### config.mk
export PLATFORM = sky130hd
export DESIGN_NAME = burst_addr_seq
export DESIGN_NICKNAME = d
export VERILOG_FILES = /design/src/rtl/burst_seq_pkg.sv /design/src/rtl/bseq_start_merge.sv /design/src/rtl/bseq_addr_reg.sv /design/src/rtl/bseq_beat_ctr.sv /design/src/rtl/bseq_order_map.sv /design/src/rtl/burst_addr_seq.sv
export SDC_FILE = /design/constraint.sdc
export NUM_CORES = 1
export LEC_CHECK = 0
export ABC_CLOCK_PERIOD_IN_PS = 2800
export BUFFER_PORTS_ARGS = -buffer_cell sky130_fd_sc_hd__buf_2
export CAP_MARGIN = 20
export CORE_MARGIN = 2
export CORE_UTILIZATION = 50
export CTS_BUF_LIST = sky130_fd_sc_hd__clkbuf_4
export DETAILED_ROUTE_END_ITERATION = 8
export PLACE_DENSITY = 0.84
export SYNTH_ARGS = -nofsm -noshare
export SYNTH_HDL_FRONTEND = slang
export SYNTH_SLANG_ARGS = --single-unit
### constraint.sdc
create_clock -name clk -period 2.8 [get_ports clk]
set_input_delay 0.14 -clock clk [delete_from_list [all_inputs] [get_ports clk]]
set_output_delay 0.14 -clock clk [all_outputs]
set_load 0.01 [all_outputs]
### src/rtl/burst_seq_pkg.sv
package burst_seq_pkg;

  localparam int unsigned BEAT_W = 2;

  typedef logic [BEAT_W-1:0] beat_t;

  typedef enum logic {
    ORD_ILV = 1'b0,
    ORD_LIN = 1'b1
  } order_e;

  // Beat index after one advance; wraps modulo four.
  function automatic beat_t beat_inc(input beat_t k);
    return beat_t'(k + beat_t'(1));
  endfunction

  // Linear order: count up from the starting low bits.
  function automatic beat_t lo_linear(input beat_t s, input beat_t k);
    return beat_t'(s + k);
  endfunction

  // Interleaved order: flip starting low bits by the beat index.
  function automatic beat_t lo_interleave(input beat_t s, input beat_t k);
    return s ^ k;
  endfunction

endpackage

### src/rtl/bseq_start_merge.sv
module bseq_start_merge #(
  parameter int unsigned N_SRC = 2
) (
  input  logic [N_SRC-1:0] strobes,
  input  logic             advance,
  output logic             load_evt,
  output logic             step_evt
);

  logic [N_SRC:0] any_chain;

  assign any_chain[0] = 1'b0;

  generate
    for (genvar i = 0; i < N_SRC; i++) begin : g_or
      assign any_chain[i+1] = any_chain[i] | strobes[i];
    end
  endgenerate

  // A start always wins over an advance on the same edge.
  assign load_evt = any_chain[N_SRC];
  assign step_evt = advance & ~load_evt;

endmodule

### src/rtl/bseq_addr_reg.sv
module bseq_addr_reg
  import burst_seq_pkg::*;
#(
  parameter int unsigned ADDR_W = 20,
  localparam int unsigned HI_W = ADDR_W - BEAT_W
) (
  input  logic              clk,
  input  logic              rst_n,
  input  logic              load_evt,
  input  logic [ADDR_W-1:0] addr_in,
  input  logic              order_lin,
  output logic [HI_W-1:0]   hi_q,
  output beat_t             base_lo_q,
  output order_e            order_q
);

  always_ff @(posedge clk) begin
    if (!rst_n) begin
      hi_q      <= '0;
      base_lo_q <= '0;
      order_q   <= ORD_ILV;
    end else if (load_evt) begin
      hi_q      <= addr_in[ADDR_W-1:BEAT_W];
      base_lo_q <= addr_in[BEAT_W-1:0];
      order_q   <= order_lin ? ORD_LIN : ORD_ILV;
    end
  end

endmodule

### src/rtl/bseq_beat_ctr.sv
module bseq_beat_ctr
  import burst_seq_pkg::*;
(
  input  logic  clk,
  input  logic  rst_n,
  input  logic  load_evt,
  input  logic  step_evt,
  output beat_t beat_q
);

  always_ff @(posedge clk) begin
    if (!rst_n) begin
      beat_q <= '0;
    end else if (load_evt) begin
      beat_q <= '0;
    end else if (step_evt) begin
      beat_q <= beat_inc(beat_q);
    end
  end

endmodule

### src/rtl/bseq_order_map.sv
module bseq_order_map
  import burst_seq_pkg::*;
(
  input  beat_t  base_lo,
  input  beat_t  beat,
  input  order_e order,
  output beat_t  lo
);

  beat_t lin_val;
  beat_t ilv_val;

  assign lin_val = lo_linear(base_lo, beat);
  assign ilv_val = lo_interleave(base_lo, beat);

  generate
    for (genvar b = 0; b < BEAT_W; b++) begin : g_sel
      assign lo[b] = (order == ORD_LIN) ? lin_val[b] : ilv_val[b];
    end
  endgenerate

endmodule

### src/rtl/burst_addr_seq.sv
module burst_addr_seq
  import burst_seq_pkg::*;
#(
  parameter int unsigned ADDR_W = 20,
  localparam int unsigned HI_W = ADDR_W - BEAT_W
) (
  input  logic              clk,
  input  logic              rst_n,
  input  logic [ADDR_W-1:0] addr_in,
  input  logic              start_cpu,
  input  logic              start_ctl,
  input  logic              advance,
  input  logic              order_lin,
  output logic [HI_W-1:0]   addr_hi,
  output logic [BEAT_W-1:0] addr_lo
);

  // Named internal events, visible to the bound checker.
  logic   load_evt;
  logic   step_evt;
  beat_t  beat_cnt;
  beat_t  base_lo;
  order_e order_q;
  beat_t  lo_mapped;

  bseq_start_merge #(.N_SRC(2)) u_merge (
    .strobes  ({start_ctl, start_cpu}),
    .advance  (advance),
    .load_evt (load_evt),
    .step_evt (step_evt)
  );

  bseq_addr_reg #(.ADDR_W(ADDR_W)) u_areg (
    .clk       (clk),
    .rst_n     (rst_n),
    .load_evt  (load_evt),
    .addr_in   (addr_in),
    .order_lin (order_lin),
    .hi_q      (addr_hi),
    .base_lo_q (base_lo),
    .order_q   (order_q)
  );

  bseq_beat_ctr u_ctr (
    .clk      (clk),
    .rst_n    (rst_n),
    .load_evt (load_evt),
    .step_evt (step_evt),
    .beat_q   (beat_cnt)
  );

  bseq_order_map u_map (
    .base_lo (base_lo),
    .beat    (beat_cnt),
    .order   (order_q),
    .lo      (lo_mapped)
  );

  assign addr_lo = lo_mapped;

endmodule

==> results.md <==
* Number of inserted diodes at 0
* Yosys top cell by area: dfxtp_1
* Post-CTS Setup Repair Bufs at 0
* Number of global-route vias before repair at 769
* Adder-cell share of the synthesized area at 1.19%
* Root Driver: clkbuf_4
* VDD IR max at 0.000287 V
* Critical path peak fanout at 4
* Crit path kind: flop to output port
* Worst setup SP type: flop
* Vias/cell at 5.17
* H-tree depth at 1
* TritonCTS clock tree: yes
* Number of buffers created by CTS at 3
* Final ANT Viol Nets at 0
* Die H at 49.8 µm
* EDFF count, synth at 0
* Top cells by count, synth: dfxtp_1, a21boi_1, o21ai_0
* Register share of total power at 58.0%
* Hold Path Class: primary input to flop
* Final period util at 48.3%
* Placed cell count at 168
* Mux contribution to synthesized area at 0%
* First-pass GRT wire length at 3460 µm
* Final setup vio count at 0
* Slew Limit Headroom at 63.2%
* Worst setup EP type: output port
* DRC errors left at 0
* Dominant cells by area after synthesis: dfxtp_1, a21boi_1, or3b_1
* Slew @ Worst Pin at 552 ps
* Via count at 890
* Psw at 0.153 mW
* TritonCTS sink count at 23
* Switching part of the total at 25.0%
* Post-synthesis cell count at 106
* Multi-input gate area at 533 µm²
* Final Non-Filler Cells at 172
* RSZ-0062 raised after global routing: no
* Synthesized area per cell at 9.88 µm²
* Worst EP arrival at 1210 ps
* Synth async-reset ratio at 0%
* Maxcap violations at 0
* Post-Synth XOR/XNOR Area at 2.51%
* Post-synth top flop: dfxtp_1
* Rows at 16
* Internal cell power at 0.459 mW
* Worst-path clk slew at 120 ps
* Fmax at 739 MHz
* Combinational Power Share at 15.7%
* Routability Congestion at 0.665
* Final min period at 1350 ps
* Outcome: finished, final reports clean
* Area growth, synth to finish at 22.5%
* I/O pin count at 46
* Die W at 49.8 µm
* Count of cell types in the netlist at 17
* Largest family of logic cells by synthesized area: compound AO/OA/AOI/OAI gates
* Core Region at 1960 µm²
* Post-CTS Hold Buffers at 0
* Clock latency at the later pin of the worst-skew pair at 300 ps
* CP Buf/Inv Count at 1
* DRT Pass-1 Iters at 4
* Post-Place Worst Slack at 1660 ps
* Die area at 2480 µm²
* Slowest stage cell, crit path: dfxtp_1
* Register area share after synthesis at 44.0%
* Power Density at 477 nW/µm²
* Worst Path Required at 2660 ps
* DRT Wirelength at 2130 µm
* Post-Syn Area at 1050 µm²
* Grt total ovfl at 0
* Synthesized net count at 133
* Final worst slack at 1450 ps
* Setup TNS at 0 ps
* Bufs on Longest Clock Path at 2
* Max-slew violation count at 0
* CP delay by family, top: flip-flops
* Wire per inst at 12.4 µm
* Global-route usage over all layers at 18.0%
* Final HPWL DP at 1480 µm
* Count leader, synth: dfxtp_1
* IO Port Bufs at 45
* Fill cells at 185
* Register area at 460 µm²
* Seq cells post-synth at 23
* Simple-gate area share of the yosys netlist at 20.3%
* Starting Density at 53.4%
* Initial antenna violation count at 0
* Leak at 0.554 nW
* Final nets at 173
* CP Cell Sequence: ha_1 > nand2_1 > xnor2_1 > buf_2
* Clock power share at 26.3%
* Yosys warning count at 0
* Final hold violation count at 0
* Clock Skew at 0.0180 ps
* CP peak stage delay at 430 ps
* Pin count of the biggest net entering global routing at 44
* Layout cell share with drive strength beyond 1 at 38.6%
* Iter 0 DRT Violations at 11
* CTS resizes at 0
* Area share of the largest cell type after synthesis at 44.0%
* Compound-Gate Fraction of Synth Area at 26.9%
power by group through the flow:
stage	combinational, mW	clock (mW)	sequential, mW
finish	0.0960	0.161	0.355
global route	0.106	0.182	0.358
detailed placement	0.0961	0	0.362
global placement	0.0932	0	0.362
CTS	0.0972	0.165	0.355
floorplan	0.0508	0	0.369
cell type report:
class                      instances  share of cell area, %
tap                               27                   2.63
multi-input combinational         73                   41.6
clock buffer                       4                   2.34
sequential                        23                   35.9
timing repair buffer              45                   17.6
layer usage:
metal | vias up | global-route usage [%] | share of wire, %
li1 | 460 | - | -
met1 | 396 | 24.2 | 47
met2 | 32 | 27.1 | 44
met3 | 2 | 5.15 | 7.9
met4 | 0 | 6.94 | 0.71
met5 | - | 0 | 0
final timing paths:
check	startpoint	endpoint	slack, ps	cells after the start
setup / recovery	u_ctr.beat_q[0]	addr_lo[1]	1450	4
hold / removal	addr_in[2]	u_areg.hi_q[0]	80	3
setup reg to reg	u_areg.hi_q[7]	u_areg.hi_q[7]	1830	2
hold reg to reg	u_areg.hi_q[0]	u_areg.hi_q[0]	560	2
layout by cell type (no fill, tap or decap):
cell | Yosys | routed
o21ai_0 | 21 | 21
a21boi_1 | 21 | 21
or3b_1 | 18 | 18
ha_1 | 1 | 1
or3b_4 | 1 | 1
a21oi_2 | 1 | 1
xnor2_1 | 2 | 2
a21bo_2 | 1 | 1
xor2_1 | 1 | 1
or3b_2 | 3 | 3
dfxtp_1 | 23 | 23
clkbuf_4 | 0 | 4
buf_2 | 1 | 45
nor2_2 | 1 | 1
nand2_1 | 1 | 1
nand3b_1 | 1 | 1
sequential cells by signal, summed over array words and instances (netlist names):
signal and count:
u_areg.base_lo_q 2, u_areg.hi_q 18, u_areg.order_q 1, u_ctr.beat_q 2
worst min-delay path, delay by kind of cell:
| family | cells | cell delay [ps] |
|---|---|---|
| AO/OA/AOI/OAI | 2 | 120 |
| buffers and inverters | 1 | 90 |
metrics by stage:
| step | power (mW) | area, µm² | hold WS [ps] | util [%] |
|---|---|---|---|---|
| 3_5_place_dp | 0.458 | 1250 | 410 | 63.8 |
| 4_1_cts | 0.618 | 1280 | 68.5 | 65.4 |
| 3_3_place_gp | 0.455 | 1250 | 404 | 63.8 |
| 2_1_floorplan | 0.420 | 1050 | 283 | - |
| 5_1_grt | 0.646 | 1280 | 68.2 | 65.4 |
| 6_report | 0.612 | 1280 | 77.5 | 65.4 |
cell families after synthesis:
group / Yosys count
AO/OA/AOI/OAI: 44
flip-flops: 23
AND/OR/NAND/NOR: 25
adder cells (fa/ha/maj): 1
XOR/XNOR: 3
buffers and inverters: 10
(Power assumes the default switching activity.)
